### src/rtl/lt_pkg.sv
package lt_pkg;

    typedef enum logic [3:0] {
        ST_RX_DETECT  = 4'd0,
        ST_POLLING    = 4'd1,
        ST_U0         = 4'd2,
        ST_U1         = 4'd3,
        ST_U2         = 4'd4,
        ST_U3         = 4'd5,
        ST_RECOVERY   = 4'd6,
        ST_HOT_RESET  = 4'd7,
        ST_LOOPBACK   = 4'd8,
        ST_COMPLIANCE = 4'd9,
        ST_INACTIVE   = 4'd10,
        ST_DISABLED   = 4'd11
    } lt_state_e;

    function automatic logic is_low_power(lt_state_e s);
        return (s == ST_U1) || (s == ST_U2) || (s == ST_U3);
    endfunction

endpackage

### src/rtl/lt_idle_timer.sv
module lt_idle_timer #(
    parameter int W = 16
) (
    input  logic         clk,
    input  logic         rst_n,
    input  logic         restart,
    input  logic         active,
    input  logic [W-1:0] limit,
    output logic         hit
);
    logic [W-1:0] cnt_q;

    always_ff @(posedge clk or negedge rst_n) begin
        if (!rst_n) begin
            cnt_q <= '0;
        end else if (restart || active) begin
            cnt_q <= '0;
        end else if (cnt_q != {W{1'b1}}) begin
            cnt_q <= cnt_q + 1'b1;
        end
    end

    // Fires in the last idle cycle of the programmed window.
    assign hit = (limit != '0) && !active && (cnt_q == limit - 1'b1);
endmodule

### src/rtl/lt_exit_timer.sv
module lt_exit_timer #(
    parameter int W = 8
) (
    input  logic         clk,
    input  logic         rst_n,
    input  logic         start,
    input  logic [W-1:0] load,
    input  logic         clear,
    output logic         busy,
    output logic         done
);
    logic [W-1:0] cnt_q;
    logic         busy_q;

    always_ff @(posedge clk or negedge rst_n) begin
        if (!rst_n) begin
            cnt_q  <= '0;
            busy_q <= 1'b0;
        end else if (start) begin
            cnt_q  <= load - 1'b1;
            busy_q <= 1'b1;
        end else if (clear) begin
            busy_q <= 1'b0;
        end else if (busy_q && cnt_q != '0) begin
            cnt_q <= cnt_q - 1'b1;
        end
    end

    assign busy = busy_q;
    assign done = busy_q && (cnt_q == '0);
endmodule

### src/rtl/link_train_fsm.sv
module link_train_fsm
    import lt_pkg::*;
#(
    parameter int IDLE_W  = 16,
    parameter int EXIT_U1 = 10,
    parameter int EXIT_U2 = 100,
    parameter int EXIT_U3 = 1000,
    parameter int HOT_LEN = 50
) (
    input  logic              clk,
    input  logic              rst_n,
    input  logic              term_detected,
    input  logic              lfps_done,
    input  logic              bit_lock,
    input  logic              sym_lock,
    input  logic              eq_done,
    input  logic              link_active,
    input  logic              wake_req,
    input  logic              suspend_req,
    input  logic              link_err,
    input  logic              hot_reset_req,
    input  logic              loopback_req,
    input  logic              poll_timeout,
    input  logic              recov_timeout,
    input  logic              sw_disable,
    input  logic              sw_clear,
    input  logic [IDLE_W-1:0] idle_u1,
    input  logic [IDLE_W-1:0] idle_u2,
    output logic [3:0]        link_state,
    output logic              tx_en,
    output logic              lfps_en,
    output logic              pkt_en
);
    localparam int EXIT_MAX = (EXIT_U3 > HOT_LEN) ? EXIT_U3 : HOT_LEN;
    localparam int EXIT_W   = $clog2(EXIT_MAX + 1);

    lt_state_e st_q, st_d;

    logic              train_full, retrain_ok, in_lp, st_change;
    logic              idle_hit, exit_busy, exit_done, exit_start;
    logic [IDLE_W-1:0] idle_lim;
    logic [EXIT_W-1:0] exit_len;

    assign train_full = lfps_done && bit_lock && sym_lock && eq_done;
    assign retrain_ok = bit_lock && sym_lock;
    assign in_lp      = is_low_power(st_q);
    assign st_change  = (st_d != st_q);

    // State register
    always_ff @(posedge clk or negedge rst_n) begin
        if (!rst_n) begin
            st_q <= ST_RX_DETECT;
        end else begin
            st_q <= st_d;
        end
    end

    // Next-state selection
    always_comb begin
        st_d = st_q;
        if (sw_disable && st_q != ST_DISABLED) begin
            st_d = ST_DISABLED;
        end else begin
            unique case (st_q)
                ST_RX_DETECT: begin
                    if (term_detected) st_d = ST_POLLING;
                end
                ST_POLLING: begin
                    if (train_full)        st_d = ST_U0;
                    else if (poll_timeout) st_d = ST_COMPLIANCE;
                end
                ST_U0: begin
                    if (link_err)         st_d = ST_RECOVERY;
                    else if (suspend_req) st_d = ST_U3;
                    else if (idle_hit)    st_d = ST_U1;
                end
                ST_U1: begin
                    if (exit_done) st_d = ST_RECOVERY;
                    else if (idle_hit && !exit_busy && !wake_req) st_d = ST_U2;
                end
                ST_U2, ST_U3: begin
                    if (exit_done) st_d = ST_RECOVERY;
                end
                ST_RECOVERY: begin
                    if (hot_reset_req)      st_d = ST_HOT_RESET;
                    else if (loopback_req)  st_d = ST_LOOPBACK;
                    else if (retrain_ok)    st_d = ST_U0;
                    else if (recov_timeout) st_d = ST_INACTIVE;
                end
                ST_HOT_RESET: begin
                    if (exit_done) st_d = ST_U0;
                end
                ST_LOOPBACK: begin
                    if (!loopback_req) st_d = ST_RX_DETECT;
                end
                ST_COMPLIANCE, ST_INACTIVE, ST_DISABLED: begin
                    if (sw_clear) st_d = ST_RX_DETECT;
                end
                default: st_d = ST_RX_DETECT;
            endcase
        end
    end

    // Counter controls
    assign idle_lim = (st_q == ST_U1) ? idle_u2 : idle_u1;

    assign exit_start = (st_d == ST_HOT_RESET && st_q != ST_HOT_RESET) ||
                        (in_lp && wake_req && !exit_busy && !st_change);

    always_comb begin
        unique case (st_q)
            ST_U1:   exit_len = EXIT_W'(EXIT_U1);
            ST_U2:   exit_len = EXIT_W'(EXIT_U2);
            ST_U3:   exit_len = EXIT_W'(EXIT_U3);
            default: exit_len = EXIT_W'(HOT_LEN);
        endcase
    end

    lt_idle_timer #(.W(IDLE_W)) u_idle (
        .clk     (clk),
        .rst_n   (rst_n),
        .restart (st_change),
        .active  (link_active),
        .limit   (idle_lim),
        .hit     (idle_hit)
    );

    lt_exit_timer #(.W(EXIT_W)) u_exit (
        .clk   (clk),
        .rst_n (rst_n),
        .start (exit_start),
        .load  (exit_len),
        .clear (st_change),
        .busy  (exit_busy),
        .done  (exit_done)
    );

    // Outputs
    always_comb begin
        tx_en   = 1'b0;
        lfps_en = 1'b0;
        pkt_en  = 1'b0;
        unique case (st_q)
            ST_POLLING: begin
                tx_en   = 1'b1;
                lfps_en = 1'b1;
            end
            ST_U0: begin
                tx_en  = 1'b1;
                pkt_en = 1'b1;
            end
            ST_U1, ST_U2, ST_U3: lfps_en = exit_busy;
            ST_RECOVERY, ST_HOT_RESET, ST_LOOPBACK, ST_COMPLIANCE: tx_en = 1'b1;
            default: ;
        endcase
    end

    assign link_state = st_q;
endmodule

### config.mk
export PLATFORM = sky130hd
export DESIGN_NAME = link_train_fsm
export DESIGN_NICKNAME = d
export VERILOG_FILES = /design/src/rtl/lt_pkg.sv /design/src/rtl/lt_idle_timer.sv /design/src/rtl/lt_exit_timer.sv /design/src/rtl/link_train_fsm.sv
export SDC_FILE = /design/constraint.sdc
export NUM_CORES = 1
export LEC_CHECK = 0
export BUFFER_PORTS_ARGS = -buffer_cell sky130_fd_sc_hd__buf_4
export CORE_ASPECT_RATIO = 1.5
export CORE_MARGIN = 3
export CORE_UTILIZATION = 52
export CTS_BUF_LIST = sky130_fd_sc_hd__clkbuf_16
export CTS_CLUSTER_SIZE = 14
export DETAILED_ROUTE_END_ITERATION = 7
export GPL_ROUTABILITY_DRIVEN = 0
export PLACE_DENSITY = 0.78
export SYNTH_ARGS = -nofsm -noshare
export SYNTH_HDL_FRONTEND = slang
export SYNTH_HIERARCHICAL = 1
export SYNTH_SLANG_ARGS = --single-unit
### constraint.sdc
create_clock -name clk -period 6.3 [get_ports clk]
set_input_delay 1.26 -clock clk [delete_from_list [all_inputs] [get_ports clk]]
set_output_delay 1.26 -clock clk [all_outputs]
set_load 0.05 [all_outputs]
* Yosys cells after proc, flatten, opt, wreduce, memory -nomap -nowiden *
Cells that the tools add are included.
Widths: inputs -> output; s select.

word-level totals
  register bits = 31
  input port bits = 49
  output and inout port bits = 7
  word-level logic and storage cells = 91

operators by class
  $add $sub $neg = 4
  eq/ne operators = 18
  muxes and demuxes = 30
  reduce and logical (&&, ||, !) cells = 35

operators with widths
  operator               number
  $mux 4                 17
  $mux 16                3
  $pmux 4 s9             1
  $mux 10                3
  $pmux 10 s3            1
  $eq 4x3->1 const B     5
  $sub 10x1->10 const B  2
  $add 16x1->16 const B  1
  $eq 16x16->1           1
  $eq 4x4->1 const B     4
  $ne 16x16->1 const B   1
  $reduce_bool 16->1     1
  $sub 16x1->16 const B  1
  $logic_and 1x1->1      15
  $logic_not 10->1       1
  $reduce_bool 10->1     1
  $eq 4x2->1 const B     2
  $reduce_bool 2->1      3
  $reduce_or 3->1        2
  $reduce_or 6->1        1
  $eq 4x1->1 const B     1
  $logic_not 1->1        4
  $logic_not 4->1        1
  $logic_or 1x1->1       4
  8 further kinds        11

* Depth between registers and ports, before layout *
  word-level depth = 17
  mapped depth = 26
  mapped depth without buffers = 22

* By module *
Netlist, hierarchy kept.

by module, submodules not included
  module          instances  cells an instance  area each (um2)  sequential area each (um2)
  lt_idle_timer   1          176                1432.6           400.4
  link_train_fsm  1          124                948.4            100.1
  lt_exit_timer   1          95                 900.9            275.3

* Least setup slack after synthesis *
OpenSTA, ideal clock, no wires.

  kind = flip-flop to flip-flop
  start = register st_q[1] (netlist: link_state[1])
  end = register u_exit.cnt_q[4]
  library setup time = 0.138 ns
  data arrival time = 6.861 ns
  data required time = 6.162 ns
  setup slack = -0.699 ns
  cell stages (with the launch flop) = 25
  path buffers = 5
  clock period less this slack = 6.999 ns
  cell sequence = dfrtp_1 -> buf_2 -> and4bb_2 -> clkbuf_1 -> clkbuf_1 -> mux2_2 -> or3_1 -> nand2b_1 -> a2111oi_0 -> nor3_1 -> nor4_1 -> or4b_4 -> a211oi_2 -> nor4_1 -> or3_1 -> a311o_1 -> o21ai_1 -> buf_6 -> clkbuf_1 -> mux2i_1 -> ha_1 -> nand3b_1 -> o31a_1 -> a211oi_1 -> a21oi_1

between the ends
  cells in the longest elaborated chain, start to end = 17
  elaborated cells on any way between the ends = 59
  classes of those cells = add/sub (2); eq/ne (17); mux (21); reduce/logical (19)

ends and longest elaborated chain
  item                                                                     line                   text
  start: declaration                                                       link_train_fsm.sv:37   lt_state_e st_q, st_d;
  start signal: assignment                                                 link_train_fsm.sv:54   st_q <= st_d;
  $eq 4x2->1 (*)                                                           link_train_fsm.sv:105  assign idle_lim = (st_q == ST_U1) ? idle_u2 : idle_u1;
  $mux 16 (*)                                                              link_train_fsm.sv:105
  net idle_lim[12]                                                         link_train_fsm.sv:41   logic [IDLE_W-1:0] idle_lim;
  $sub 16x1->16 / $reduce_bool 16->1 (equally long branches)               lt_idle_timer.sv:24    assign hit = (limit != '0) && !active && (cnt_q == limit - 1'b1);
  $eq 16x16->1 / $logic_and 1x1->1 (equally long branches)                 lt_idle_timer.sv:24
  $logic_and 1x1->1 (*)                                                    lt_idle_timer.sv:24
  net idle_hit                                                             link_train_fsm.sv:40   logic idle_hit, exit_busy, exit_done, exit_start;
  $logic_and 1x1->1 (2 in a row)                                           link_train_fsm.sv:79   else if (idle_hit && !exit_busy && !wake_req) st_d = ST_U2;
  [3 not listed]                                                           n/a
  $mux 4 (*)                                                               link_train_fsm.sv:61   if (sw_disable && st_q != ST_DISABLED) begin
  $ne 4x4->1                                                               link_train_fsm.sv:47   assign st_change = (st_d != st_q);
  $logic_not 1->1                                                          link_train_fsm.sv:108  (in_lp && wake_req && !exit_busy && !st_change);
  $logic_and 1x1->1                                                        link_train_fsm.sv:108
  $logic_or 1x1->1 (*)                                                     link_train_fsm.sv:107  assign exit_start = (st_d == ST_HOT_RESET && st_q != ST_HOT_RESET) ||
  net exit_start                                                           link_train_fsm.sv:40
  $ne 2x1->1 (no source line) / $reduce_bool 2->1 (equally long branches)  n/a
  $reduce_and 2->1 (no source line)                                        n/a
  end signal: assignment                                                   lt_exit_timer.sv:20    cnt_q <= load - 1'b1;
  end signal: assignment                                                   lt_exit_timer.sv:25    cnt_q <= cnt_q - 1'b1;
  end: declaration                                                         lt_exit_timer.sv:12    logic [W-1:0] cnt_q;

Mark *: on every way through the listed nets, which the timed path passes. The rest lies on a longest branch.
A chain may end at the register's enable or synchronous reset.

* Worst setup path in the final report *
  start = input idle_u2[7]
  end = register u_idle.cnt_q[5]

between the ends
  cells in the longest elaborated chain, start to end = 13
  elaborated cells on any way between the ends = 19
  classes of those cells = add/sub (1); eq/ne (2); mux (9); reduce/logical (7)

ends and longest elaborated chain
  item                                                        line                   text
  start: declaration                                          link_train_fsm.sv:28   input logic [IDLE_W-1:0] idle_u2,
  $mux 16 (*)                                                 link_train_fsm.sv:105
  net idle_lim[7]                                             link_train_fsm.sv:41
  $sub 16x1->16 / $reduce_bool 16->1 (equally long branches)  lt_idle_timer.sv:24
  $eq 16x16->1 / $logic_and 1x1->1 (equally long branches)    lt_idle_timer.sv:24
  $logic_and 1x1->1 (*)                                       lt_idle_timer.sv:24
  net idle_hit                                                link_train_fsm.sv:40
  $logic_and 1x1->1 (2 in a row)                              link_train_fsm.sv:79
  $mux 4                                                      link_train_fsm.sv:79
  $mux 4                                                      link_train_fsm.sv:78   if (exit_done) st_d = ST_RECOVERY;
  $pmux 4 s9 (*)                                              link_train_fsm.sv:64   unique case (st_q)
  $mux 4 (*)                                                  link_train_fsm.sv:61
  $ne 4x4->1 (*)                                              link_train_fsm.sv:47
  net st_change                                               link_train_fsm.sv:39   logic train_full, retrain_ok, in_lp, st_change;
  $logic_or 1x1->1 (*)                                        lt_idle_timer.sv:16    end else if (restart || active) begin
  $mux 16 / $reduce_bool 2->1 (equally long branches)         n/a
  end signal: assignment                                      lt_idle_timer.sv:19    cnt_q <= cnt_q + 1'b1;
  end: declaration                                            lt_idle_timer.sv:11    logic [W-1:0] cnt_q;

Marked as above.

==> results.sh <==
export IMPL_nature_of_the_critical_path_startpoint="primary input"
export IMPL_worstHoldPathType="flop to flop"
export IMPL_hold_viol=0
export IMPL_die_w_um=70.9
export IMPL_tns_ns=0
export IMPL_synth_top_cell_area_share_pct=23.6
export IMPL_layout_filler_cells=492
export IMPL_number_of_nets_still_failing_antenna_checks_after_routing=0
export IMPL_max_clock_path_buffers=2
export IMPL_synth_cell_types=77
export IMPL_clkSinkCount=31
export IMPL_grt_max_degree=32
export IMPL_synth_compound_area_share_pct=19.1
export IMPL_antenna_cells=0
export IMPL_cts_hold_repair_buffers=0
export IMPL_global_route_usage_total_pct=23.8
export IMPL_synth_top_cell_by_area="sky130_fd_sc_hd__dfrtp_1"
export IMPL_timing_slew_headroom_pct=61.9
export IMPL_async_flop_share_pct=100
export IMPL_detailedPlacementHpwl_um=6820
export IMPL_yosys_most_used_dff="sky130_fd_sc_hd__dfrtp_1"
export IMPL_synth_warning_count=6
export IMPL_cts_max_level=2
export IMPL_clock_latency_ns=0.28
export IMPL_final_common_cell="sky130_fd_sc_hd__buf_4"
export IMPL_yosys_register_bits=31
export IMPL_yosys_area_share_xor_xnor_pct=8.54
export IMPL_first_global_vias=3195
export IMPL_routedWlPerCell_um=16.3
export IMPL_core_rowCount=34
export IMPL_io_buffers=55
export IMPL_synthesized_area_per_cell_um2=8.31
export IMPL_post_synth_design_cell_area_mm2=0.00328
export IMPL_worstSetupPathType="primary input to flop"
export IMPL_power_density_mw_per_mm2=360
export IMPL_drt_total_wl_um=8750
export IMPL_synth_mux_area_fraction_pct=9.26
export IMPL_fraction_of_the_mapped_netlist_area_in_adder_cells_pct=1.52
export IMPL_multi_input_gate_area_in_the_final_layout_mm2=0.00237
export IMPL_timing_worst_slew_pin_value_ns=0.566
export IMPL_drt_pass1_iter_count=4
export IMPL_post_layout_total_power_mw=1.46
export IMPL_critPathCaptureType="flop"
export IMPL_drt_initial_drc_count=229
export IMPL_tritoncts="done"
export IMPL_cellLeakagePower_nw=1.58
export IMPL_fin_worst_skew_ns=0.00527
export IMPL_setup_viol=0
export IMPL_tritoncts_num_buffers=5
export IMPL_overflow=0
export IMPL_boundaryPins=56
export IMPL_synth_area_leaders="sky130_fd_sc_hd__dfrtp_1 (24%), sky130_fd_sc_hd__mux2_2 (6.2%), sky130_fd_sc_hd__xnor2_1 (5.3%)"
export IMPL_post_synthesis_simple_gate_area_fraction_pct=32.7
export IMPL_period_needed_ns=6.00
export IMPL_area_occupied_by_registers_um2=781
export IMPL_synthesized_instance_count=395
export IMPL_drcViolationCount=0
export IMPL_final_cell_mix="sky130_fd_sc_hd__buf_4 (79), sky130_fd_sc_hd__nor2_1 (34), sky130_fd_sc_hd__nand2_1 (28), sky130_fd_sc_hd__dfrtp_1 (27), sky130_fd_sc_hd__xnor2_1 (20)"
export IMPL_synth_enable_flop_cells=0
export IMPL_drive_above_1_share_pct=29.3
export IMPL_fmax_ghz=0.167
export IMPL_cts_root_buffer_cell="sky130_fd_sc_hd__clkbuf_16"
export IMPL_flow_area_growth_from_synthesis_pct=23.6
export IMPL_die_area_mm2=0.00732
export IMPL_grt_antenna_before_repair=0
export IMPL_num_nets_final=516
export IMPL_largest_family_of_logic_cells_by_synthesized_area="simple AND/OR/NAND/NOR gates"
export IMPL_status="completed"
export IMPL_final_max_slew_violation_count=0
export IMPL_maxCapViolCount=0
export IMPL_setup_repair_after_global_routing_missed_its_margin="false"
export IMPL_clkTransAtPathRegs_ns=0.05
export IMPL_biggest_fanout_along_the_worst_timing_path=4
export IMPL_utilization_pct=68.1
export IMPL_arrival_ns=6.15
export IMPL_ys_seq_area_share_pct=23.6
export IMPL_timing_final_crit_share_pct=95.2
export IMPL_ir_drop_v=0.000192
export IMPL_fp_coreArea_mm2=0.00596
export IMPL_chipHeight_um=103
export IMPL_average_vias_per_placed_instance=6.23
export IMPL_vias=3338
export IMPL_grt_pass1_wl_um=14300
export IMPL_worst_ep_required_time_ns=6.46
export IMPL_initial_core_util_pct=55.1
cells by family after synthesis:
group / Yosys count
fa+ha+maj: 4
mux: 28
xor+xnor: 32
simple gates: 177
other cells: 1
buf+inv: 37
flops: 31
compound gates: 85
area by class of cell:
type,count,area share (%)
Clock buffer,5,3.08
Clock inverter,3,0.370
Inverter,17,1.57
Multi-Input combinational cell,328,58.4
Sequential cell,31,19.2
Tap cell,72,2.22
Timing Repair Buffer,80,15.1
what timing repair did:
| action | 4_1_cts | 5_1_grt |
|---|---|---|
| setup endpoints to repair | 0 | 11 |
| buffers inserted | 0 | 2 |
| endpoints found under the hold margin | 0 | 0 |
| resized for setup | 0 | 3 |
per-stage QoR:
step,cells,hold slack [ns],instance area (um2),setup slack [ns]
final,536,0.570,4060,0.302
after global routing,536,0.610,4060,0.0566
after CTS,534,0.579,4020,0.158
after detailed placement,526,0.569,3880,-0.0212
after global placement,526,0.540,3880,0.123
after floorplan,396,0.503,3310,0.00214
routing by layer:
layer / GRT usage [%] / share of wire, % / vias to the layer above
li1: - / - / 1618
met1: 26.7 / 40 / 1585
met2: 44.5 / 53 / 119
met3: 3.97 / 5.2 / 16
met4: 9.55 / 2.0 / 0
met5: 0 / 0 / -
report_power, final:
group          internal, mW  switching [mW]  total (mW)
combinational         0.393           0.527       0.920
sequential            0.248          0.0642       0.312
clock                 0.143          0.0851       0.228
cells in the mapped netlist (all sizes together) (4+ instances only):
cell     n
nor3b   11
nor2    34
nand3   17
a21oi   17
clkbuf   6
nor2b    4
dfrtp   31
nand2   28
xnor2   20
buf     14
nand4b   5
o21ai   13
nor3    14
mux2i    9
a31oi   10
a211oi   5
xor2    12
o211ai   4
nand2b  10
inv     16
nor4b    4
ha       4
mux2    19
nand4    7
nor4    15
or3      4
flip-flops by register name, summed over array words and instances, names as in the netlist:
signal        flops
link_state        4
u_exit/busy       1
u_exit/cnt_q     10
u_idle/cnt_q     16
final timing paths:
check / start / endpoint / slack (ns) / cells past startpoint
max reg2reg: link_state[3]$_DFF_PN0_ / u_idle/cnt_q[5]$_DFFE_PN0P_ / 0.40 / 23
max in group asynchronous: rst_n / link_state[3]$_DFF_PN0_ / 5.07 / 1
min in group asynchronous: rst_n / u_idle/cnt_q[15]$_DFFE_PN0P_ / 0.92 / 1
min reg2reg: u_exit/cnt_q[9]$_DFFE_PN0P_ / u_exit/cnt_q[9]$_DFFE_PN0P_ / 0.57 / 2
min: u_exit/cnt_q[9]$_DFFE_PN0P_ / u_exit/cnt_q[9]$_DFFE_PN0P_ / 0.57 / 2
max: idle_u2[7] / u_idle/cnt_q[5]$_DFFE_PN0P_ / 0.30 / 22
worst max-delay path: stages:
cell and delay (ns):
sky130_fd_sc_hd__buf_4 0.10, sky130_fd_sc_hd__mux2_2 0.28, sky130_fd_sc_hd__or4_4 0.55, sky130_fd_sc_hd__o41ai_2 0.32
sky130_fd_sc_hd__a211oi_1 0.11, sky130_fd_sc_hd__or4_1 0.55, sky130_fd_sc_hd__nand4_1 0.14, sky130_fd_sc_hd__nor4_2 0.06
sky130_fd_sc_hd__or4b_4 0.21, sky130_fd_sc_hd__a211oi_2 0.05, sky130_fd_sc_hd__nor4_1 0.34, sky130_fd_sc_hd__buf_4 0.19
sky130_fd_sc_hd__o21ai_0 0.08, sky130_fd_sc_hd__a311o_1 0.32, sky130_fd_sc_hd__nand2b_1 0.19, sky130_fd_sc_hd__or3b_2 0.50
sky130_fd_sc_hd__nor4_4 0.25, sky130_fd_sc_hd__buf_4 0.19, sky130_fd_sc_hd__and2_1 0.18, sky130_fd_sc_hd__nor3_1 0.07
sky130_fd_sc_hd__xnor2_1 0.15, sky130_fd_sc_hd__nor2_1 0.05
(Power assumes the default switching activity.)
